`src/rtl/acqf_pkg.sv`:
```
package acqf_pkg;
  localparam int ADDR_W     = 8;
  localparam int DATA_W     = 8;
  localparam int CNT_BYTES  = 4;
  localparam int CNT_W      = 8 * CNT_BYTES;
  localparam int CNT_SEL_W  = $clog2(CNT_BYTES);

  localparam int OFS_STATUS = 4;
  localparam int OFS_MASTER = 5;
  localparam int OFS_FLAGS  = 6;
  localparam int OFS_COUNT  = 20;
  localparam int OFS_CLR2   = 46;
  localparam int OFS_RUN    = 65;
  localparam int OFS_IEN    = 75;

  localparam int F_READY    = 0;
  localparam int F_EXPIRED  = 1;
  localparam int F_WAITED   = 5;
  localparam int F_PTC      = 6;
  localparam int F_STC      = 7;

  localparam int K_WAITED   = 3;
  localparam int K_PTC      = 4;
  localparam int K_STC      = 5;
  localparam int K_DMA      = 6;
  localparam int K_FIFO     = 7;
  localparam int K_EXPIRED  = 0;

  typedef enum logic [2:0] {
    RD_NONE, RD_STATUS, RD_GSTAT, RD_FLAGS, RD_COUNT, RD_RUN, RD_IEN
  } rdSel_e;

  typedef struct packed {
    logic                 wrMaster;
    logic                 wrClr1;
    logic                 wrClr2;
    logic                 wrIen;
    logic                 wrRun;
    logic [CNT_BYTES-1:0] wrCount;
    rdSel_e               rdSel;
    logic [CNT_SEL_W-1:0] cntByte;
  } ctlStrobes_t;
endpackage

```
`src/rtl/acqf_ctrl.sv`:
```
module acqf_ctrl
  import acqf_pkg::*;
(
  input  logic              clk,
  input  logic              rst_n,
  input  logic              regWr,
  input  logic [ADDR_W-1:0] regAddr,
  input  logic [DATA_W-1:0] regWdata,
  output ctlStrobes_t       strb,
  output logic              dmaRst,
  output logic              fifoRst
);
  logic inCount;
  logic [ADDR_W-1:0] cntOfs;

  assign cntOfs  = regAddr - ADDR_W'(OFS_COUNT);
  assign inCount = (regAddr >= ADDR_W'(OFS_COUNT)) &&
                   (regAddr <  ADDR_W'(OFS_COUNT + CNT_BYTES));

  always_comb begin
    strb.wrMaster = regWr && (regAddr == ADDR_W'(OFS_MASTER));
    strb.wrClr1   = regWr && (regAddr == ADDR_W'(OFS_FLAGS));
    strb.wrClr2   = regWr && (regAddr == ADDR_W'(OFS_CLR2));
    strb.wrIen    = regWr && (regAddr == ADDR_W'(OFS_IEN));
    strb.wrRun    = regWr && (regAddr == ADDR_W'(OFS_RUN));
    strb.cntByte  = cntOfs[CNT_SEL_W-1:0];
    if      (regAddr == ADDR_W'(OFS_STATUS)) strb.rdSel = RD_STATUS;
    else if (regAddr == ADDR_W'(OFS_MASTER)) strb.rdSel = RD_GSTAT;
    else if (regAddr == ADDR_W'(OFS_FLAGS))  strb.rdSel = RD_FLAGS;
    else if (regAddr == ADDR_W'(OFS_RUN))    strb.rdSel = RD_RUN;
    else if (regAddr == ADDR_W'(OFS_IEN))    strb.rdSel = RD_IEN;
    else if (inCount)                        strb.rdSel = RD_COUNT;
    else                                     strb.rdSel = RD_NONE;
  end

  for (genvar b = 0; b < CNT_BYTES; b++) begin : g_cntLane
    assign strb.wrCount[b] = regWr && (regAddr == ADDR_W'(OFS_COUNT + b));
  end

  always_ff @(posedge clk) begin
    if (!rst_n) begin
      dmaRst  <= 1'b0;
      fifoRst <= 1'b0;
    end else begin
      dmaRst  <= strb.wrClr1 && regWdata[K_DMA];
      fifoRst <= strb.wrClr1 && regWdata[K_FIFO];
    end
  end
endmodule

```
`src/rtl/acqf_datapath.sv`:
```
module acqf_datapath
  import acqf_pkg::*;
(
  input  logic              clk,
  input  logic              rst_n,
  input  ctlStrobes_t       strb,
  input  logic [DATA_W-1:0] regWdata,
  input  logic              fifoNotEmpty,
  input  logic              sampleStrobe,
  input  logic              waitTimeout,
  input  logic              primaryTc,
  input  logic              secondaryTc,
  output logic [DATA_W-1:0] regRdata,
  output logic              irq,
  output logic [2:0]        masterQ,
  output logic [DATA_W-1:0] flagsView,
  output logic [DATA_W-1:0] runQ,
  output logic [CNT_W-1:0]  countQ
);
  localparam logic [DATA_W-1:0] STICKY_MASK =
    DATA_W'((1 << F_EXPIRED) | (1 << F_WAITED) | (1 << F_PTC) | (1 << F_STC));

  logic [DATA_W-1:0] stickyQ, ienQ, setVec, clrVec;
  logic [CNT_W-1:0]  cntNext;
  logic running, countDec, expireEvt;

  assign running   = |runQ;
  assign countDec  = running && sampleStrobe && (countQ != '0) && !(|strb.wrCount);
  assign expireEvt = countDec && (countQ == CNT_W'(1));

  always_comb begin
    setVec = '0;
    setVec[F_EXPIRED] = expireEvt;
    setVec[F_WAITED]  = waitTimeout;
    setVec[F_PTC]     = primaryTc;
    setVec[F_STC]     = secondaryTc;
    clrVec = '0;
    clrVec[F_EXPIRED] = strb.wrClr2 && regWdata[K_EXPIRED];
    clrVec[F_WAITED]  = strb.wrClr1 && regWdata[K_WAITED];
    clrVec[F_PTC]     = strb.wrClr1 && regWdata[K_PTC];
    clrVec[F_STC]     = strb.wrClr1 && regWdata[K_STC];
  end

  always_comb begin
    cntNext = countDec ? countQ - CNT_W'(1) : countQ;
    for (int b = 0; b < CNT_BYTES; b++)
      if (strb.wrCount[b]) cntNext[b*8 +: 8] = regWdata;
  end

  always_ff @(posedge clk) begin
    if (!rst_n) begin
      stickyQ <= '0;
      ienQ    <= '0;
      masterQ <= '0;
      runQ    <= '0;
      countQ  <= '0;
    end else begin
      stickyQ <= ((stickyQ & ~clrVec) | setVec) & STICKY_MASK;
      countQ  <= cntNext;
      if (strb.wrIen)    ienQ    <= regWdata;
      if (strb.wrMaster) masterQ <= regWdata[2:0];
      if (expireEvt)       runQ <= '0;
      else if (strb.wrRun) runQ <= regWdata;
    end
  end

  always_comb begin
    flagsView = stickyQ;
    flagsView[F_READY] = fifoNotEmpty;
  end

  assign irq = (masterQ[1:0] != 2'b00) && |(flagsView & ienQ);

  always_comb begin
    regRdata = '0;
    unique case (strb.rdSel)
      RD_STATUS: regRdata[0] = irq;
      RD_GSTAT: begin
        regRdata[0] = fifoNotEmpty;
        regRdata[2] = running;
        regRdata[3] = stickyQ[F_EXPIRED];
      end
      RD_FLAGS: regRdata = flagsView;
      RD_COUNT: regRdata = countQ[strb.cntByte*8 +: 8];
      RD_RUN:   regRdata = runQ;
      RD_IEN:   regRdata = ienQ;
      default:  regRdata = '0;
    endcase
  end
endmodule

```
`src/rtl/acq_irq_flags.sv`:
```
module acq_irq_flags
  import acqf_pkg::*;
(
  input  logic              clk,
  input  logic              rst_n,
  input  logic              regWr,
  input  logic [ADDR_W-1:0] regAddr,
  input  logic [DATA_W-1:0] regWdata,
  output logic [DATA_W-1:0] regRdata,
  input  logic              fifoNotEmpty,
  input  logic              sampleStrobe,
  input  logic              waitTimeout,
  input  logic              primaryTc,
  input  logic              secondaryTc,
  output logic              irq,
  output logic [1:0]        irqLine,
  output logic              irqOpenDrain,
  output logic              runActive,
  output logic              dmaRst,
  output logic              fifoRst
);
  ctlStrobes_t       strb;
  logic [2:0]        masterQ;
  logic [DATA_W-1:0] flagsView, runQ;
  logic [CNT_W-1:0]  countQ;

  acqf_ctrl u_ctrl (
    .clk(clk), .rst_n(rst_n), .regWr(regWr), .regAddr(regAddr),
    .regWdata(regWdata), .strb(strb), .dmaRst(dmaRst), .fifoRst(fifoRst)
  );

  acqf_datapath u_dp (
    .clk(clk), .rst_n(rst_n), .strb(strb), .regWdata(regWdata),
    .fifoNotEmpty(fifoNotEmpty), .sampleStrobe(sampleStrobe),
    .waitTimeout(waitTimeout), .primaryTc(primaryTc), .secondaryTc(secondaryTc),
    .regRdata(regRdata), .irq(irq), .masterQ(masterQ), .flagsView(flagsView),
    .runQ(runQ), .countQ(countQ)
  );

  assign irqLine      = masterQ[1:0];
  assign irqOpenDrain = masterQ[2];
  assign runActive    = |runQ;
endmodule

```
`config.mk`:
```
export PLATFORM = sky130hd
export DESIGN_NAME = acq_irq_flags
export DESIGN_NICKNAME = d
export VERILOG_FILES = /design/src/rtl/acqf_pkg.sv /design/src/rtl/acqf_ctrl.sv /design/src/rtl/acqf_datapath.sv /design/src/rtl/acq_irq_flags.sv
export SDC_FILE = /design/constraint.sdc
export NUM_CORES = 1
export LEC_CHECK = 0
export CORE_ASPECT_RATIO = 2
export CORE_MARGIN = 2
export CORE_UTILIZATION = 45
export CTS_BUF_LIST = sky130_fd_sc_hd__clkbuf_4
export DETAILED_ROUTE_END_ITERATION = 8
export PLACE_DENSITY = 0.74
export SYNTH_ARGS = -nofsm -noshare
export SYNTH_HDL_FRONTEND = slang
export SYNTH_SLANG_ARGS = --single-unit
```
`constraint.sdc`:
```
create_clock -name clk -period 4.8 [get_ports clk]
set_input_delay 0.48 -clock clk [delete_from_list [all_inputs] [get_ports clk]]
set_output_delay 0.48 -clock clk [all_outputs]
set_load 0.01 [all_outputs]
```
==> results.yml, run 1 <==
run_status:
  status: "complete, no violations"
route:
  drt_wl_total_mm: 13.3
  post_drt_wl_per_cell_um: 23.4
  vias_per_cell: 6.80
  drt_iter0_markers: 526
  antenna_left: 0
  post-route-drc-count: 0
  dr.pass1.iters: 5
  num_vias: 3862
worst_setup_path:
  crit_required_ns: 4.32
  rrSetupSlack_ns: 2.01
  critPathArrivalTime_ns: 3.27
  reg2reg_depth: 8
  start_kind: "input pin"
  worst_r2r_endpoint: "u_dp.countQ[14]"
  r2r-start: "u_dp.countQ[0]"
  worstPathBufferInverterCount: 2
  end_kind: "output pin"
  cp_max_fo: 7
  slowest_delay_ns: 0.56
  critical_path_class: "in2out"
  cp_top_family: "buffers and inverters"
  slowest_stage: "clkdlybuf4s50_1"
  critical_path.cell_chain: "clkdlybuf4s50_1 > or3_1 > or3_1 > o32a_1 > a2111o_1 > o211ai_1 > clkdlybuf4s50_1"
placement:
  hpwl_mm: 9.91
  place_inst: 551
  portBuffers: 38
  gp_congestion: 1.09
layout:
  fin_util: 0.540
  fin_cells: 568
  fin_nets: 494
  drive_gt1_frac: 0.104
  area_growth_pct: 16.4
synthesis:
  synth_edf_count: 0
  netlist.area_leader.share: 0.326
  yosys_most_used_dff: "dfxtp_1"
  ys_warn_count: 0
  syn_nets: 463
  synthCells: 437
  synth.distinct_cells: 69
  synth_area_mm2: 0.00350
  ys_seq_elements: 57
  yosysSeqAreaShare: 0.326
  synth.avg_cell_area_um2: 8.01
  netlist_top_cells_area: "dfxtp_1 33%, nand2_1 7.5%, a21oi_1 5.1%, mux4_2 5.1%, nand3_1 4.4%"
  synth_top_cell_by_area: "dfxtp_1"
  async_reset_ff_frac: 0
grt:
  antenna_found_initial: 1
  grt_pass1_wl_mm: 20.1
  track_usage: 0.322
  grt_max_degree: 29
  grt_remaining_overflow: 0
  grt_pass1_vias: 3698
hold_path:
  hold_class: "reg2reg"
  holdPathEnd: "u_dp.masterQ[2]"
  hold_depth: 2
  worstHoldStart: "u_dp.masterQ[2]"
clocking:
  cts.clk_slew.worst_paths_ns: 0.12
  cts_setup_buffers: 0
  cts_buffers: 9
  clockBufferDepth: 2
  tritoncts: "done"
  cts_hold_buffers: 0
  cts_resized: 0
  clock_sinks: 57
  clock-root-buffer: "clkbuf_4"
  insertion_delay_ns: 0.44
  htree_levels: 3
floorplanning:
  start_util: 0.464
  ios: 39
  die_area_mm2: 0.00854
  fp.dieH_um: 129
  core_mm2: 0.00754
  die_x_um: 66.4
  rows: 45
power_and_ir_drop:
  peakVddDrop_mv: 0.132
  leakagePower_nw: 1.46
  power_density_mw_per_mm2: 218
timing:
  tightest_slew_ns: 0.848
  fin_setup_tns_ns: 0
  hold_viol_final: 0
  slew_viol_final: 0
  max_freq_mhz: 266
  max-slew-margin-rel: 0.431
  period_share: 0.782
  finalClockSkew_ns: 0.0192
  layout_min_cycle_time_ns: 3.75
  finalSetupViolCount: 0
  rsz0062_at_grt: "false"
  hold_slack_ns: 0.480
flow_run:
  cap_violations: 0
## synth_stat cells, drive strengths merged (2+ instances only)
library cell  number
nand2             72
dfxtp             57
a21oi             36
nand3             32
nor2              29
clkbuf            18
nor3              16
and3              14
o21a              13
o21ai             13
nor4              11
a31oi              9
or3                9
mux4               8
buf                7
a221oi             6
a21boi             5
nand4              5
o211a              5
a211oi             4
nand2b             4
o211ai             4
or4                4
a22oi              3
a2bb2oi            3
a32o               3
a32oi              3
inv                3
o311a              3
o311ai             3
a311oi             2
a31o               2
and2               2
ha                 2
nor2b              2
o31a               2
xnor2              2
## placed cells by master (no fill, tap or decap), types with 8 or more instances in the layout
cell type,count
a31oi_1,9
o21ai_0,13
or3_1,8
clkdlybuf4s50_1,38
nand2_1,70
nor4_1,8
a21oi_1,36
o21a_1,13
dfxtp_1,57
nor3_1,15
nand3_1,31
and3_1,14
mux4_2,8
clkbuf_4,9
nor2_1,29
## state kept, by name, indices dropped and copies added, names as in the netlist
signal and flops:
u_dp.masterQ 3, u_dp.runQ 8, u_ctrl.dmaRst 1, u_dp.stickyQ 4, u_dp.countQ 32, u_dp.ienQ 8, u_ctrl.fifoRst 1
## where the power goes
group	switching, mW	internal (mW)	total [mW]
clock	0.215	0.109	0.324
sequential	0.00306	0.475	0.478
combinational	0.0529	0.0317	0.0845
total	0.271	0.616	0.887
## layout make-up
class | instances | area, um2
well taps | 94 | 118
diodes | 1 | 2.50
repair buffers | 45 | 433
flip-flops and latches | 57 | 1140
fillers | 729 | 3470
clock inverters | 7 | 56.3
multi-input cells | 351 | 2240
inverters | 4 | 15.0
clock buffers | 9 | 67.6
## how the worst max path moves through the flow
stage	start	end	depth (start not counted)
3_3_place_gp	regAddr[3]	regRdata[0]	7
6_report	regAddr[3]	regRdata[0]	7
5_1_grt	regAddr[3]	regRdata[0]	7
4_1_cts	regAddr[3]	regRdata[0]	7
2_1_floorplan	regAddr[5]	regRdata[0]	5
3_5_place_dp	regAddr[3]	regRdata[0]	7
## kinds of logic after synthesis
group           after synthesis  share of synthesized area
xor+xnor                      3                    0.00751
compound gates              132                      0.271
buf+inv                      29                     0.0354
simple gates                206                      0.302
mux                           8                     0.0515
flops                        57                      0.326
fa+ha+maj                     2                    0.00715
## per-stage QoR
step           setup WS, ns  instance area [um2]  power, mW
2_1_floorplan          2.16                 3500      0.525
3_3_place_gp           1.07                 3950      0.570
3_5_place_dp           1.07                 3950      0.571
4_1_cts                1.06                 4070      0.890
5_1_grt               0.943                 4070      0.917
6_report               1.05                 4070      0.887
## worst register-to-register path, delay by kind of cell, from the launching register on
family | cells | cell delay (ns)
simple gates | 5 | 1.77
buf+inv | 1 | 0.09
compound gates | 1 | 0.23
fa+ha+maj | 1 | 0.17
flops | 1 | 0.42
## routing by layer
layer,GRT usage,up-vias,part of all wire
li1,-,1737,-
met1,0.302,1817,0.32
met2,0.566,224,0.52
met3,0.0586,84,0.066
met4,0.292,0,0.097
met5,0,-,0
Note: power is estimated with default switching activity, not from simulation.
==> run 2: changes to the inputs <==
==> constraint.sdc (replaced) <==
create_clock -name clk -period 3.56 [get_ports clk]
set_input_delay 0.356 -clock clk [delete_from_list [all_inputs] [get_ports clk]]
set_output_delay 0.356 -clock clk [all_outputs]
set_load 0.01 [all_outputs]
==> results.yml, run 2 (same netlist as run 1, synthesis figures left out) <==
route:
  dr.pass1.iters: 7
  drt_wl_total_mm: 13.3
  post_drt_wl_per_cell_um: 23.0
  num_vias: 3897
  antenna_left: 0
  post-route-drc-count: 0
  drt_iter0_markers: 313
  vias_per_cell: 6.74
floorplanning:
  rows: 45
  die_area_mm2: 0.00854
  die_x_um: 66.4
  core_mm2: 0.00754
  start_util: 0.464
  ios: 39
  fp.dieH_um: 129
timing:
  setup_slack_ns: 0.149
  layout_min_cycle_time_ns: 3.41
  finalClockSkew_ns: 0.0213
  max_freq_mhz: 293
  max-slew-margin-rel: 0.330
  finalSetupViolCount: 0
  rsz0062_at_grt: "false"
  tightest_slew_ns: 1.00
  hold_viol_final: 0
  period_share: 0.958
  slew_viol_final: 0
  fin_setup_tns_ns: 0
clocking:
  clock_sinks: 57
  clock-root-buffer: "clkbuf_4"
  htree_levels: 3
  cts_buffers: 9
  insertion_delay_ns: 0.44
  tritoncts: "done"
  cts_resized: 0
  cts_setup_buffers: 0
  cts.clk_slew.worst_paths_ns: 0.11
  cts_hold_buffers: 0
  clockBufferDepth: 2
grt:
  grt_remaining_overflow: 0
  grt_max_degree: 29
  antenna_found_initial: 1
  track_usage: 0.329
  grt_pass1_vias: 3915
  grt_pass1_wl_mm: 20.7
hold_path:
  hold_class: "reg2reg"
  hold_depth: 2
worst_setup_path:
  critical_path.cell_chain: "clkdlybuf4s50_1 > or3_1 > or3_1 > o32a_1 > a2111o_1 > o211ai_1 > clkdlybuf4s50_1"
  worstPathBufferInverterCount: 2
  cp_max_fo: 4
  slowest_delay_ns: 0.56
  cp_top_family: "buffers and inverters"
  crit_required_ns: 3.20
  slowest_stage: "clkdlybuf4s50_1"
  start_kind: "input pin"
  end_kind: "output pin"
  critPathArrivalTime_ns: 3.06
  path_depth: 7
  reg2reg_depth: 8
  critical_path_class: "in2out"
flow_run:
  cap_violations: 0
run_status:
  status: "complete, no violations"
layout:
  regMostFlops: "u_dp.countQ"
  reg.largest.list: "u_dp.countQ x32, u_dp.ienQ x8, u_dp.runQ x8"
  final_cell_mix: "70 x nand2_1, 57 x dfxtp_1, 38 x clkdlybuf4s50_1"
  largest_reg_flops: 32
  area_growth_pct: 18.9
  fin_nets: 504
  drive_gt1_frac: 0.122
  final_common_cell: "nand2_1"
placement:
  portBuffers: 38
  hpwl_mm: 9.93
  pre_cts_slack_ns: 0.158
  gp_congestion: 0.991
power_and_ir_drop:
  leakagePower_nw: 1.52
  peakVddDrop_mv: 0.189
  power_density_mw_per_mm2: 302
-- run 2: changes by cell type in the layout (fill, tap and decap cells not counted), sizes merged --
cell,before,now
buf,7,17
inv,4,3
clkinvlp,4,3
bufinv,0,1
clkinv,3,4
-- run 2: final timing paths --
kind / from / slack (ns) / end
hold reg to reg: u_dp.masterQ[2] / 0.47 / u_dp.masterQ[2]
setup / recovery: regAddr[5] / 0.15 / regRdata[0]
setup reg to reg: u_dp.countQ[0] / 0.67 / u_dp.countQ[25]
hold / removal: u_dp.masterQ[2] / 0.47 / u_dp.masterQ[2]
-- run 2: cell type report --
cell class | instances | area, um2
Antenna cell | 1 | 2.50
Clock buffer | 9 | 67.6
Tap cell | 94 | 118
Timing Repair Buffer | 55 | 508
Multi-Input combinational cell | 351 | 2240
Inverter | 4 | 15.0
Clock inverter | 7 | 71.3
Fill cell | 731 | 3380
Sequential cell | 57 | 1140
-- run 2: metal layers --
metal  vias up  global-route usage  part of all wire
li1       1751                   -                 -
met1      1859               0.301              0.32
met2       207               0.589              0.53
met3        80              0.0664             0.060
met4         0               0.281             0.090
met5         -                   0                 0
-- run 2: power by group --
group	internal (mW)	switching, mW	total [mW]
Sequential	0.641	0.00395	0.645
Combinational	0.0470	0.0729	0.120
Clock	0.212	0.282	0.493
Total	0.899	0.359	1.26
-- run 2: worst register-to-register path, cell delays in order, from the launching register on --
cell and delay, ns:
dfxtp_1 0.41, inv_1 0.09, ha_1 0.18, nor3b_2 0.39
nand3_1 0.33, or4_1 0.77, nand3_4 0.25, nor3_1 0.07
a311o_1 0.29
-- run 2: stage by stage --
step | total power, mW | instance area, um2 | cells | utilization | hold WS, ns
floorplan | 0.708 | 3500 | 437 | - | 0.436
global placement | 0.774 | 4020 | 561 | 0.533 | 0.445
detailed placement | 0.775 | 4020 | 561 | 0.533 | 0.451
CTS | 1.26 | 4160 | 577 | 0.552 | 0.465
global route | 1.30 | 4160 | 578 | 0.552 | 0.491
finish | 1.26 | 4160 | 578 | 0.552 | 0.473
==> run 3: changes to the inputs <==
==> constraint.sdc (replaced) <==
create_clock -name clk -period 4.2 [get_ports clk]
set_input_delay 0.42 -clock clk [delete_from_list [all_inputs] [get_ports clk]]
set_output_delay 0.42 -clock clk [all_outputs]
set_load 0.01 [all_outputs]
==> results.yml, run 3 (same netlist as run 1, synthesis figures left out) <==
layout:
  fin_nets: 495
  drive_gt1_frac: 0.105
  fin_area_mm2: 0.00412
  fin_cells: 569
  regMostFlops: "u_dp.countQ"
  largest_reg_flops: 32
  fin_util: 0.545
  area_growth_pct: 17.5
  fill_cells: 714
  reg.largest.list: "u_dp.countQ x32, u_dp.ienQ x8, u_dp.runQ x8"
  final_cell_mix: "70 x nand2_1, 57 x dfxtp_1, 38 x clkdlybuf4s50_1"
  final_common_cell: "nand2_1"
floorplanning:
  rows: 45
  fp.dieH_um: 129
  ios: 39
  core_mm2: 0.00754
  die_x_um: 66.4
  die_area_mm2: 0.00854
  start_util: 0.464
route:
  post_drt_wl_per_cell_um: 22.3
  drt_wl_total_mm: 12.7
  post-route-drc-count: 0
  vias_per_cell: 6.72
  antenna_left: 0
  num_vias: 3826
  drt_iter0_markers: 299
  dr.pass1.iters: 5
timing:
  period_share: 0.863
  layout_min_cycle_time_ns: 3.63
  rsz0062_at_grt: "false"
  fin_setup_tns_ns: 0
  max_freq_mhz: 276
  slew_viol_final: 0
  hold_viol_final: 0
  finalSetupViolCount: 0
  tightest_slew_ns: 0.929
  finalClockSkew_ns: 0.0166
  setup_slack_ns: 0.574
  max-slew-margin-rel: 0.378
clocking:
  insertion_delay_ns: 0.44
  cts.clk_slew.worst_paths_ns: 0.10
  tritoncts: "done"
  clockBufferDepth: 2
  cts_setup_buffers: 0
  cts_hold_buffers: 0
  htree_levels: 3
  cts_buffers: 9
  cts_resized: 0
  clock-root-buffer: "clkbuf_4"
  clock_sinks: 57
hold_path:
  hold_class: "reg2reg"
  worstHoldStart: "u_dp.masterQ[2]"
worst_setup_path:
  end_kind: "output pin"
  slowest_delay_ns: 0.55
  start_kind: "input pin"
  cp_max_fo: 7
  critical_path.cell_chain: "clkdlybuf4s50_1 > or3_1 > or3_1 > o32a_1 > a2111o_1 > o211ai_1 > clkdlybuf4s50_1"
  critPathArrivalTime_ns: 3.21
  critical_path_class: "in2out"
  crit_required_ns: 3.78
  cp_top_family: "buffers and inverters"
  slowest_stage: "clkdlybuf4s50_1"
  r2r-start: "u_dp.countQ[23]"
  crit_path_start: "regAddr[3]"
  worstPathBufferInverterCount: 2
power_and_ir_drop:
  switching_share: 0.256
  peakVddDrop_mv: 0.160
  p_switching_mw: 0.284
  combPwrFrac: 0.087
  leakagePower_nw: 1.49
  power_density_mw_per_mm2: 269
  p_clk_frac: 0.420
  p_seq_frac: 0.493
  internal_power_mw: 0.824
grt:
  grt_pass1_vias: 3678
  antenna_found_initial: 1
  track_usage: 0.312
  grt_remaining_overflow: 0
  grt_pass1_wl_mm: 19.4
  grt_max_degree: 29
flow_run:
  cap_violations: 0
placement:
  pre_cts_slack_ns: 0.594
  gp_congestion: 1.04
  placed_area_mm2: 0.00396
  portBuffers: 38
  hpwl_mm: 9.38
  place_inst: 552
run_status:
  status: "complete, no violations"
run 3: cell types whose count changed in the layout (fill, tap and decap cells not counted):
cell | before | now
buf_4 | 17 | 8
clkinvlp_4 | 3 | 1
bufinv_16 | 1 | 2
clkbuf_4 | 9 | 10
clkinv_2 | 2 | 3
clkinv_4 | 1 | 0
run 3: power groups by stage:
stage | Combinational (mW) | Sequential [mW] | Clock, mW
after floorplan | 0.0431 | 0.557 | 0
after global placement | 0.0930 | 0.559 | 0
after detailed placement | 0.0937 | 0.559 | 0
after CTS | 0.0946 | 0.546 | 0.471
after global routing | 0.101 | 0.547 | 0.502
final | 0.0968 | 0.546 | 0.465
run 3: area by class of cell:
cell class                      instances  area (um2)  share of cell area
Inverter                                4        15.0             0.00365
Clock inverter                          6        82.6              0.0201
Multi-Input combinational cell        351        2240               0.545
Sequential cell                        57        1140               0.277
Timing Repair Buffer                   46         440               0.107
Tap cell                               94         118              0.0286
Antenna cell                            1        2.50            0.000608
Clock buffer                           10        75.1              0.0182
run 3: path summary, 6_finish.rpt:
check	to	slack (ns)	depth (start not counted)
worst max register to register	u_dp.countQ[25]	1.39	6
worst min-delay path	u_dp.masterQ[2]	0.48	2
worst max-delay path	regRdata[0]	0.57	7
worst min register to register	u_dp.masterQ[2]	0.48	2
run 3: worst min-delay path, cell delays in order (launching register included):
cell	delay, ns
dfxtp_1	0.33
nand2_1	0.06
a21oi_1	0.06
run 3: metrics by stage:
stage | hold slack (ns) | power (mW)
5_1_grt | 0.493 | 1.15
2_1_floorplan | 0.436 | 0.600
6_report | 0.476 | 1.11
3_5_place_dp | 0.463 | 0.653
4_1_cts | 0.476 | 1.11
3_3_place_gp | 0.447 | 0.652
run 3: metal layers:
metal | global-route usage | share of wire | vias up
met3 | 0.0734 | 0.070 | 79
met4 | 0.247 | 0.084 | 0
met1 | 0.302 | 0.33 | 1778
li1 | - | - | 1738
met5 | 0 | 0 | -
met2 | 0.545 | 0.52 | 231
